## config.mk

```make
export PLATFORM = sky130hd
export DESIGN_NAME = rxps_phase_sel
export DESIGN_NICKNAME = d
export VERILOG_FILES = /design/src/rtl/rxps_pkg.sv /design/src/rtl/rxps_qcount.sv /design/src/rtl/rxps_edge.sv /design/src/rtl/rxps_tdc.sv /design/src/rtl/rxps_ctrl.sv /design/src/rtl/rxps_phase_sel.sv
export SDC_FILE = /design/constraint.sdc
export NUM_CORES = 1
export LEC_CHECK = 0
export BUFFER_PORTS_ARGS = -buffer_cell sky130_fd_sc_hd__buf_2
export CORE_UTILIZATION = 33
export DETAILED_ROUTE_END_ITERATION = 10
export SETUP_SLACK_MARGIN = 0.5
export SLEW_MARGIN = 20
export SYNTH_ARGS = -nofsm -noshare
export SYNTH_HDL_FRONTEND = slang
export SYNTH_HIERARCHICAL = 1
export SYNTH_SLANG_ARGS = --single-unit
```

## constraint.sdc

```tcl
create_clock -name clk -period 6.5 [get_ports clk]
set_input_delay 0.65 -clock clk [delete_from_list [all_inputs] [get_ports clk]]
set_output_delay 0.65 -clock clk [all_outputs]
set_load 0.005 [all_outputs]
```

## src/rtl/rxps_pkg.sv

```systemverilog
package rxps_pkg;

    typedef enum logic {
        ST_IDLE  = 1'b0,
        ST_TRACK = 1'b1
    } rxps_state_e;

endpackage

```

## src/rtl/rxps_qcount.sv

```systemverilog
module rxps_qcount #(
    parameter int NPH = 25,
    localparam int PW = $clog2(NPH)
) (
    input  logic          clk,
    input  logic          rst_n,
    output logic [PW-1:0] cnt
);
    localparam logic [PW-1:0] LAST = PW'(NPH - 1);

    always_ff @(posedge clk or negedge rst_n) begin
        if (!rst_n)
            cnt <= '0;
        else if (cnt == LAST)
            cnt <= '0;
        else
            cnt <= cnt + 1'b1;
    end


    cnt_range_chk: assert property (@(posedge clk) disable iff (!rst_n)
        cnt <= LAST);

endmodule

```

## src/rtl/rxps_edge.sv

```systemverilog
module rxps_edge (
    input  logic clk,
    input  logic rst_n,
    input  logic rxd,
    output logic edge_any,
    output logic edge_fall
);
    logic rx_q;

    always_ff @(posedge clk or negedge rst_n) begin
        if (!rst_n)
            rx_q <= 1'b1;
        else
            rx_q <= rxd;
    end

    assign edge_any  = rxd ^ rx_q;
    assign edge_fall = rx_q & ~rxd;

endmodule

```

## src/rtl/rxps_tdc.sv

```systemverilog
module rxps_tdc #(
    parameter int NPH      = 25,
    parameter int MAX_STEP = 12,
    localparam int PW = $clog2(NPH)
) (
    input  logic                 clk,
    input  logic                 rst_n,
    input  logic [PW-1:0]        cnt,
    input  logic [PW-1:0]        phase,
    output logic [PW-1:0]        pos,
    output logic signed [PW:0]   err,
    output logic signed [PW:0]   step
);
    localparam logic [PW-1:0]      HALF_POS = PW'((NPH - 1) / 2);
    localparam logic [PW:0]        NPH_U    = (PW+1)'(NPH);
    localparam logic signed [PW:0] LIM      = (PW+1)'(MAX_STEP);

    logic [PW:0] diff;

    // quantum distance from the selected falling edge
    always_comb begin
        if (cnt >= phase)
            diff = {1'b0, cnt} - {1'b0, phase};
        else
            diff = {1'b0, cnt} + NPH_U - {1'b0, phase};
        pos = diff[PW-1:0];
    end

    // fold into a signed error centred on zero
    always_comb begin
        if (pos > HALF_POS)
            err = $signed({1'b0, pos}) - $signed(NPH_U);
        else
            err = $signed({1'b0, pos});
    end

    // limit the per-edge correction
    always_comb begin
        if (err > LIM)
            step = LIM;
        else if (err < -LIM)
            step = -LIM;
        else
            step = err;
    end


    step_sign_chk: assert property (@(posedge clk) disable iff (!rst_n)
        (err == 0) == (step == 0));

endmodule

```

## src/rtl/rxps_ctrl.sv

```systemverilog
module rxps_ctrl
    import rxps_pkg::*;
#(
    parameter int NPH       = 25,
    parameter int IDLE_BITS = 10,
    localparam int PW = $clog2(NPH),
    localparam int HW = $clog2(IDLE_BITS + 1)
) (
    input  logic               clk,
    input  logic               rst_n,
    input  logic               rxd,
    input  logic               edge_any,
    input  logic               edge_fall,
    input  logic [PW-1:0]      cnt,
    input  logic [PW-1:0]      pos,
    input  logic signed [PW:0] err,
    input  logic signed [PW:0] step,
    output logic [PW-1:0]      phase_q,
    output logic               sample_stb,
    output logic               sample_bit
);
    localparam logic [PW-1:0]        HALF_POS = PW'((NPH - 1) / 2);
    localparam logic [HW-1:0]        RUN_LAST = HW'(IDLE_BITS - 1);
    localparam logic signed [PW+1:0] NPH_S    = (PW+2)'(NPH);

    rxps_state_e state_q, state_d;
    logic [HW-1:0]        hi_run_q;
    logic                 strobe_now, end_now;
    logic signed [PW+1:0] sum;
    logic [PW-1:0]        phase_adj;

    assign strobe_now = (state_q == ST_TRACK) && (pos == HALF_POS);
    assign end_now    = strobe_now && rxd && (hi_run_q == RUN_LAST);

    // modular phase correction
    always_comb begin
        sum = $signed({2'b00, phase_q}) + $signed({step[PW], step});
        if (sum < 0)
            sum = sum + NPH_S;
        else if (sum >= NPH_S)
            sum = sum - NPH_S;
        phase_adj = sum[PW-1:0];
    end

    // next-state logic: SOF and END transitions
    always_comb begin
        state_d = state_q;
        unique case (state_q)
            ST_IDLE:  if (edge_fall) state_d = ST_TRACK;
            ST_TRACK: if (end_now)   state_d = ST_IDLE;
            default:  state_d = ST_IDLE;
        endcase
    end

    always_ff @(posedge clk or negedge rst_n) begin
        if (!rst_n)
            state_q <= ST_IDLE;
        else
            state_q <= state_d;
    end

    // registered outputs and run counter
    always_ff @(posedge clk or negedge rst_n) begin
        if (!rst_n) begin
            phase_q    <= '0;
            sample_stb <= 1'b0;
            sample_bit <= 1'b1;
            hi_run_q   <= '0;
        end else begin
            sample_stb <= strobe_now;
            if (strobe_now)
                sample_bit <= rxd;
            unique case (state_q)
                ST_IDLE: begin
                    hi_run_q <= '0;
                    if (edge_fall)
                        phase_q <= cnt;
                end
                ST_TRACK: begin
                    if (edge_any)
                        phase_q <= phase_adj;
                    if (strobe_now) begin
                        if (rxd && !end_now)
                            hi_run_q <= hi_run_q + 1'b1;
                        else
                            hi_run_q <= '0;
                    end
                end
                default: hi_run_q <= '0;
            endcase
        end
    end


    sof_snap_chk: assert property (@(posedge clk) disable iff (!rst_n)
        (state_q == ST_IDLE && edge_fall) |=> (phase_q == $past(cnt) && state_q == ST_TRACK));


    idle_quiet_chk: assert property (@(posedge clk) disable iff (!rst_n)
        (state_q == ST_IDLE && !edge_fall) |=> (!sample_stb && $stable(phase_q)));


    zero_hold_chk: assert property (@(posedge clk) disable iff (!rst_n)
        (state_q == ST_TRACK && edge_any && err == 0) |=> $stable(phase_q));


    phase_range_chk: assert property (@(posedge clk) disable iff (!rst_n)
        phase_q < PW'(NPH));


    stb_gap_chk: assert property (@(posedge clk) disable iff (!rst_n)
        sample_stb |=> !sample_stb);

endmodule

```

## src/rtl/rxps_phase_sel.sv

```systemverilog
module rxps_phase_sel #(
    parameter int NPH       = 25,
    parameter int MAX_STEP  = 12,
    parameter int IDLE_BITS = 10,
    localparam int PW = $clog2(NPH)
) (
    input  logic          clk,
    input  logic          rst_n,
    input  logic          rxd,
    output logic [PW-1:0] phase_idx,
    output logic          sample_stb,
    output logic          sample_bit
);
    logic [PW-1:0]      cnt;
    logic [PW-1:0]      pos;
    logic signed [PW:0] err;
    logic signed [PW:0] step;
    logic               edge_any;
    logic               edge_fall;

    rxps_qcount #(.NPH(NPH)) u_qcount (
        .clk   (clk),
        .rst_n (rst_n),
        .cnt   (cnt)
    );

    rxps_edge u_edge (
        .clk       (clk),
        .rst_n     (rst_n),
        .rxd       (rxd),
        .edge_any  (edge_any),
        .edge_fall (edge_fall)
    );

    rxps_tdc #(.NPH(NPH), .MAX_STEP(MAX_STEP)) u_tdc (
        .clk   (clk),
        .rst_n (rst_n),
        .cnt   (cnt),
        .phase (phase_idx),
        .pos   (pos),
        .err   (err),
        .step  (step)
    );

    rxps_ctrl #(.NPH(NPH), .IDLE_BITS(IDLE_BITS)) u_ctrl (
        .clk        (clk),
        .rst_n      (rst_n),
        .rxd        (rxd),
        .edge_any   (edge_any),
        .edge_fall  (edge_fall),
        .cnt        (cnt),
        .pos        (pos),
        .err        (err),
        .step       (step),
        .phase_q    (phase_idx),
        .sample_stb (sample_stb),
        .sample_bit (sample_bit)
    );

endmodule

```

=== Word level (Yosys, flattened, before mapping) ===
Cells that the tools add are included.

* Register bits after elaboration: 18
* Bits in latches: 0
* RAM bits: 0
* ROM bits: 0
* Bits of input ports: 3
* Output and inout port bits: 7
* Word-level logic and storage cells: 54
* Memories kept: 0

* Add/subtract/negate cells: 9
* Multiply operators: 0
* Div/mod/pow operators: 0
* Order comparisons: 6
* Eq/ne operators: 6
* Shifts and indexed selects: 0
* Muxes and demuxes: 16
* Bitwise gates (word level): 4
* Reduce and logical (&&, ||, !) cells: 6

{| class="wikitable"
|+ Operator list
! operator !! number
|-
| 5-bit 2-to-1 mux || 6
|-
| 6-bit 2-to-1 mux || 3
|-
| 5-bit one-hot mux with 2 select lines || 1
|-
| 5-bit subtractor || 2
|-
| 4-bit 2-to-1 mux || 2
|-
| 4-bit one-hot mux with 2 select lines || 1
|-
| 6-bit by 6-bit adder with 7-bit output || 1
|-
| 7-bit by 6-bit greater-or-equal comparator with 1-bit output (second input constant) || 1
|-
| 7-bit by 1-bit less-than comparator with 1-bit output (second input constant) || 1
|-
| 6-bit by 5-bit > comparator with 1-bit output (second input constant) || 1
|-
| 6-bit by 5-bit less-than comparator with 1-bit output (second input constant) || 1
|-
| 2-bit != test (second input constant) || 3
|-
| 5-bit by 5-bit subtractor with 6-bit output (second input constant) || 1
|-
| 5-bit by 1-bit adder with 5-bit output (second input constant) || 1
|-
| 5-bit by 4-bit adder with 5-bit output (second input constant) || 1
|-
| 5-bit adder (second input constant) || 1
|-
| 5-bit by 4-bit == test with 1-bit output (second input constant) || 1
|-
| 5-bit == test (second input constant) || 1
|-
| 5-bit greater-or-equal comparator || 1
|-
| 5-bit by 4-bit > comparator with 1-bit output (second input constant) || 1
|-
| 5-bit by 4-bit subtractor with 5-bit output (second input constant) || 1
|-
| 4-bit by 1-bit adder with 4-bit output (second input constant) || 1
|-
| 4-bit == test (second input constant) || 1
|-
| 1-bit logical AND || 4
|-
| other kinds (7) || 9
|}

=== Depth between registers and ports, before layout ===
* Depth after elaboration: 14
* Depth in mapped cells: 25
* Gate-level depth less buffers: 25

=== By module ===
The synthesis kept the hierarchy.

{| class="wikitable"
|+ By module, submodules not included
! module !! times used !! cells an instance !! area an instance (um^2) !! seq. area each (um^2)
|-
| rxps_ctrl || 1 || 118 || 1043.5 || 301.5
|-
| rxps_tdc || 1 || 116 || 932.1 || 0.0
|-
| rxps_qcount || 1 || 25 || 252.7 || 125.1
|-
| rxps_edge || 1 || 4 || 46.3 || 26.3
|}

=== Least setup slack after synthesis ===
OpenSTA, ideal clock, no wires.

* Path type: register to register
* Start point: reg u_ctrl.phase_q[2]
* End point: reg u_ctrl.phase_q[2]
* Setup time: 82 ps
* Data arrival time: 5233 ps
* Required time: 6418 ps
* Path slack: 1185 ps
* Cell stages (with the launch flop): 23
* Buffers on the path: 1
* Period minus slack after synthesis: 5315 ps
* Cell sequence: dfrtp_1 inv_1 ha_1 fa_1 and3b_1 or4_4 a31o_1 a211oi_2 buf_6 mux2i_1 o21ai_1 a22oi_1 ha_1 inv_1 and3_1 ha_1 fa_1 or3_1 or2_1 a31oi_4 o22ai_1 xnor2_1 a31oi_1

* Word-level cells in the longest chain between the ends: 13
* Elaborated cells between the ends (all ways): 20
* Classes of those cells: add/sub (6); order compare (6); mux (8)

{| class="wikitable"
|+ Ends and longest elaborated chain
! item !! line !! RTL
|-
| start: declaration || rxps_ctrl.sv:18 || <nowiki>output logic [PW-1:0] phase_q,</nowiki>
|-
| start signal: assignment || rxps_ctrl.sv:77 || <nowiki>phase_q <= cnt;</nowiki>
|-
| start signal: assignment || rxps_ctrl.sv:81 || <nowiki>phase_q <= phase_adj;</nowiki>
|-
| 5-bit subtractor (tied with other cells) || rxps_tdc.sv:25 || <nowiki>diff = {1'b0, cnt} + NPH_U - {1'b0, phase};</nowiki>
|-
| 5-bit 2-to-1 mux (*) || rxps_tdc.sv:22 || <nowiki>if (cnt >= phase)</nowiki>
|-
| 5-bit by 5-bit subtractor with 6-bit output or 5-bit by 4-bit > comparator with 1-bit output (tied branches) || rxps_tdc.sv:32, rxps_tdc.sv:31 ||
|-
| 6-bit 2-to-1 mux (*) || rxps_tdc.sv:31 || <nowiki>if (pos > HALF_POS)</nowiki>
|-
| 6-bit by 5-bit less-than comparator with 1-bit output || rxps_tdc.sv:41 || <nowiki>else if (err < -LIM)</nowiki>
|-
| 6-bit 2-to-1 mux || rxps_tdc.sv:41 ||
|-
| 6-bit 2-to-1 mux (*) || rxps_tdc.sv:39 || <nowiki>if (err > LIM)</nowiki>
|-
| net step[0] || rxps_phase_sel.sv:17 || <nowiki>logic signed [PW:0] step;</nowiki>
|-
| 6-bit by 6-bit adder with 7-bit output (*) || rxps_ctrl.sv:37 || <nowiki>sum = $signed({2'b00, phase_q}) + $signed({step[PW], step});</nowiki>
|-
| 7-bit by 6-bit greater-or-equal comparator with 1-bit output or 5-bit by 4-bit subtractor with 5-bit output (tied branches) || rxps_ctrl.sv:40, rxps_ctrl.sv:41 ||
|-
| 5-bit 2-to-1 mux || rxps_ctrl.sv:40 || <nowiki>else if (sum >= NPH_S)</nowiki>
|-
| 5-bit 2-to-1 mux (*) || rxps_ctrl.sv:38 || <nowiki>if (sum < 0)</nowiki>
|-
| 5-bit 2-to-1 mux (*) || rxps_ctrl.sv:80 || <nowiki>if (edge_any)</nowiki>
|-
| 5-bit one-hot mux with 2 select lines (*) || rxps_ctrl.sv:73 || <nowiki>unique case (state_q)</nowiki>
|}

The timed path passes the listed nets; every way through them passes the cells marked *. The select of a mux whose other input is x is not followed.
A chain may end at the register's enable or synchronous reset.

=== Final worst setup path ===
* Start point: reg u_qcount.cnt[1]
* End point: reg u_ctrl.phase_q[2]

* Word-level cells in the longest chain between the ends: 14
* Elaborated cells between the ends (all ways): 21
* Classes of those cells: add/sub (7); order compare (6); mux (8)

{| class="wikitable"
|+ Ends and longest elaborated chain
! item !! line !! RTL
|-
| start: declaration || rxps_qcount.sv:7 || <nowiki>output logic [PW-1:0] cnt</nowiki>
|-
| start signal: assignment || rxps_qcount.sv:17 || <nowiki>cnt <= cnt + 1'b1;</nowiki>
|-
| 5-bit adder || rxps_tdc.sv:25 ||
|-
| 5-bit subtractor || rxps_tdc.sv:25 ||
|-
| 5-bit 2-to-1 mux (*) || rxps_tdc.sv:22 ||
|-
| 5-bit by 5-bit subtractor with 6-bit output or 5-bit by 4-bit > comparator with 1-bit output (tied branches) || rxps_tdc.sv:32, rxps_tdc.sv:31 ||
|-
| 6-bit 2-to-1 mux (*) || rxps_tdc.sv:31 ||
|-
| 6-bit by 5-bit less-than comparator with 1-bit output || rxps_tdc.sv:41 ||
|-
| 6-bit 2-to-1 mux || rxps_tdc.sv:41 ||
|-
| 6-bit 2-to-1 mux (*) || rxps_tdc.sv:39 ||
|-
| net step[0] || rxps_phase_sel.sv:17 ||
|-
| 6-bit by 6-bit adder with 7-bit output (*) || rxps_ctrl.sv:37 ||
|-
| 7-bit by 6-bit greater-or-equal comparator with 1-bit output or 5-bit by 4-bit subtractor with 5-bit output (tied branches) || rxps_ctrl.sv:40, rxps_ctrl.sv:41 ||
|-
| 5-bit 2-to-1 mux || rxps_ctrl.sv:40 ||
|-
| 5-bit 2-to-1 mux (*) || rxps_ctrl.sv:38 ||
|-
| 5-bit 2-to-1 mux (*) || rxps_ctrl.sv:80 ||
|-
| 5-bit one-hot mux with 2 select lines (*) || rxps_ctrl.sv:73 ||
|}

Marked as above.

==> results.tsv <==
stage	metric	value	unit
outcome	outcome	completed	
timing	period_minus_slack	5700	ps
layout	layout.nets	306	
clock_tree	ctsHoldBuffers	0	
timing	finalHoldViolations	0	
layout	n_antenna_cell	0	
grt	antenna_found_initial	0	
timing	fmax	175	MHz
yosys	synth_warnings	6	
clock_tree	cts_tree	built	
grt	grt_pass1_wl	7.97	mm
yosys	syn_nets	294	
grt	grt_pass1_vias	1755	
timing	setup_tns	0	ps
placement	io_buffers	9	
drt	via_count	1863	
timing	rsz0062_at_grt	no	
setup_path	reg2reg_setup_slack	800	ps
run	cap_violations	0	
drt	dr.pass1.iters	4	
layout	drive_above_1_share	18.8	%
grt	grt_max_degree	19	
setup_path	reg2reg_to	u_ctrl/phase_q[2]$_DFFE_PN0P_	
floorplanning	fp-row-count	29	
setup_path	cp.required	6610	ps
drt	wirelength	4.67	mm
timing	tightestPinTransition	669	ps
setup_path	crit_arrival	5810	ps
timing	clock_skew	2.24	ps
timing	finalMaxSlewViolations	0	
yosys	synth_area	2260	um^2
hold_path	hold_class	in -> async	
drt	drc	0	
drt	via_per_inst	5.35	
drt	ant_nets	0	
clock_tree	clk_latency	250	ps
clock_tree	cts_buffers	3	
timing	setup_violations	0	
floorplanning	die_y	84.7	um
yosys	synth_cells	260	
layout	area_delta_synth_final	10.2	%
clock_tree	h-tree-depth	1	
floorplanning	die-width	84.7	um
setup_path	r2r_cells	22	
floorplanning	start_util	34.8	%
floorplanning	die_area	7180	um^2
placement	hpwlAfterDp	3.67	mm
grt	grtUsageTotal	13.4	%
clock_tree	clk_pin_slew_worst_paths	70	ps
yosys	syn_avg_cell_area	8.69	um^2
setup_path	r2r-start	u_qcount/cnt[1]$_DFF_PN0_	
timing	relSlewSlack	55.1	%
floorplanning	core_area	6490	um^2
grt	overflow	0	
clock_tree	cts_sinks	18	
clock_tree	cts-root-buf	clkbuf_8	
drt	wl_per_cell	13.4	um
floorplanning	ioPinCount	10	
timing	fin_crit_sh	87.7	%
clock_tree	cts.path.max_buffers	2	
setup_path	path_class	reg -> reg	
setup_path	start_kind	flip-flop	
drt	drt_iter0_drc	64	
setup_path	crit_fanout	8	
placement	place.gp.congestion	0.833	
setup_path	crit_path_end_kind	flip-flop	
-- sequential cells by signal, summed over array words and instances (netlist names) --
name               flops
u_ctrl/state_q         1
u_ctrl/sample_stb      1
u_qcount/cnt           5
u_ctrl/sample_bit      1
u_edge/rx_q            1
u_ctrl/phase_q         5
u_ctrl/hi_run_q        4
-- routing by layer --
metal  routed length, um  track usage, %  vias up
met1                2320            18.6      889
met4                  21            2.77        0
met2                2240            22.8       24
li1                    -               -      948
met5                   0               0        -
met3                  85           0.885        2
-- worst max path at each step --
stage | from | endpoint | slack [ps] | depth (start not counted)
after detailed placement | u_qcount/cnt[2]$_DFF_PN0_ | u_ctrl/phase_q[2]$_DFFE_PN0P_ | 650 | 21
after CTS | u_qcount/cnt[2]$_DFF_PN0_ | u_ctrl/phase_q[2]$_DFFE_PN0P_ | 620 | 21
after floorplan | u_ctrl/phase_q[2]$_DFFE_PN0P_ | u_ctrl/phase_q[2]$_DFFE_PN0P_ | 1190 | 22
after global routing | u_ctrl/phase_q[4]$_DFFE_PN0P_ | u_ctrl/phase_q[2]$_DFFE_PN0P_ | 490 | 22
after global placement | u_qcount/cnt[2]$_DFF_PN0_ | u_ctrl/phase_q[2]$_DFFE_PN0P_ | 710 | 21
final | u_qcount/cnt[1]$_DFF_PN0_ | u_ctrl/phase_q[2]$_DFFE_PN0P_ | 800 | 22
-- area by class of cell --
type | instances | area [um^2]
clock buffers | 4 | 55.1
repair buffers | 15 | 93.8
inverters | 34 | 128
fillers | 647 | 4010
multi-input cells | 200 | 1660
flip-flops and latches | 18 | 454
well taps | 77 | 96.3
-- cell usage in the layout (no fill, tap or decap), drive strengths merged, types with 2 or more instances in the layout --
cell type and n:
a211o 2, a211oi 5, a21oi 5, a22oi 2, a31oi 7, and2 2
and3 4, and3b 2, buf 15, clkbuf 4, dfrtp 16, dfstp 2
fa 4, ha 27, inv 34, mux2 6, mux2i 8, nand2 17
nand2b 5, nand3 9, nand3b 3, nand4 4, nand4b 2, nor2 14
nor2b 5, nor3 2, nor3b 3, o211a 2, o21a 3, o21ai 17
o22ai 6, o31ai 2, or2 3, or3 2, or3b 2, xnor2 7
xor2 4
-- metrics by stage --
step	setup WS, ps	std cells	utilization (%)	cell area [um^2]	hold WS (ps)
2_1_floorplan	1190	260	-	2260	354
3_3_place_gp	713	340	36.5	2370	475
3_5_place_dp	647	340	36.5	2370	475
4_1_cts	622	344	37.4	2430	337
5_1_grt	494	348	38.3	2490	344
6_report	800	348	38.3	2490	322
-- worst max-delay path, stage by stage (launching register included) --
cell and delay, ps:
dfrtp_1 480, inv_1 80, ha_1 300, nor2b_1 140, o31a_1 320, a21oi_4 330, mux2i_2 360, ha_2 310
and3b_1 230, mux2i_1 150, o21ai_1 80, a22oi_1 190, ha_1 270, inv_1 90, and3_1 170, ha_1 200
fa_2 510, or3_1 420, or2_1 250, a31oi_4 240, o22ai_1 130, xnor2_1 190, a31oi_1 100
-- repair_timing --
action / 4_1_cts / 5_1_grt
setup buffers: 0 / 4
resized for setup: 0 / 9
endpoints found under the setup margin: 0 / 5
Power is not shown: default switching activity piles up to over one toggle a cycle in this logic, so the estimate is an artifact.
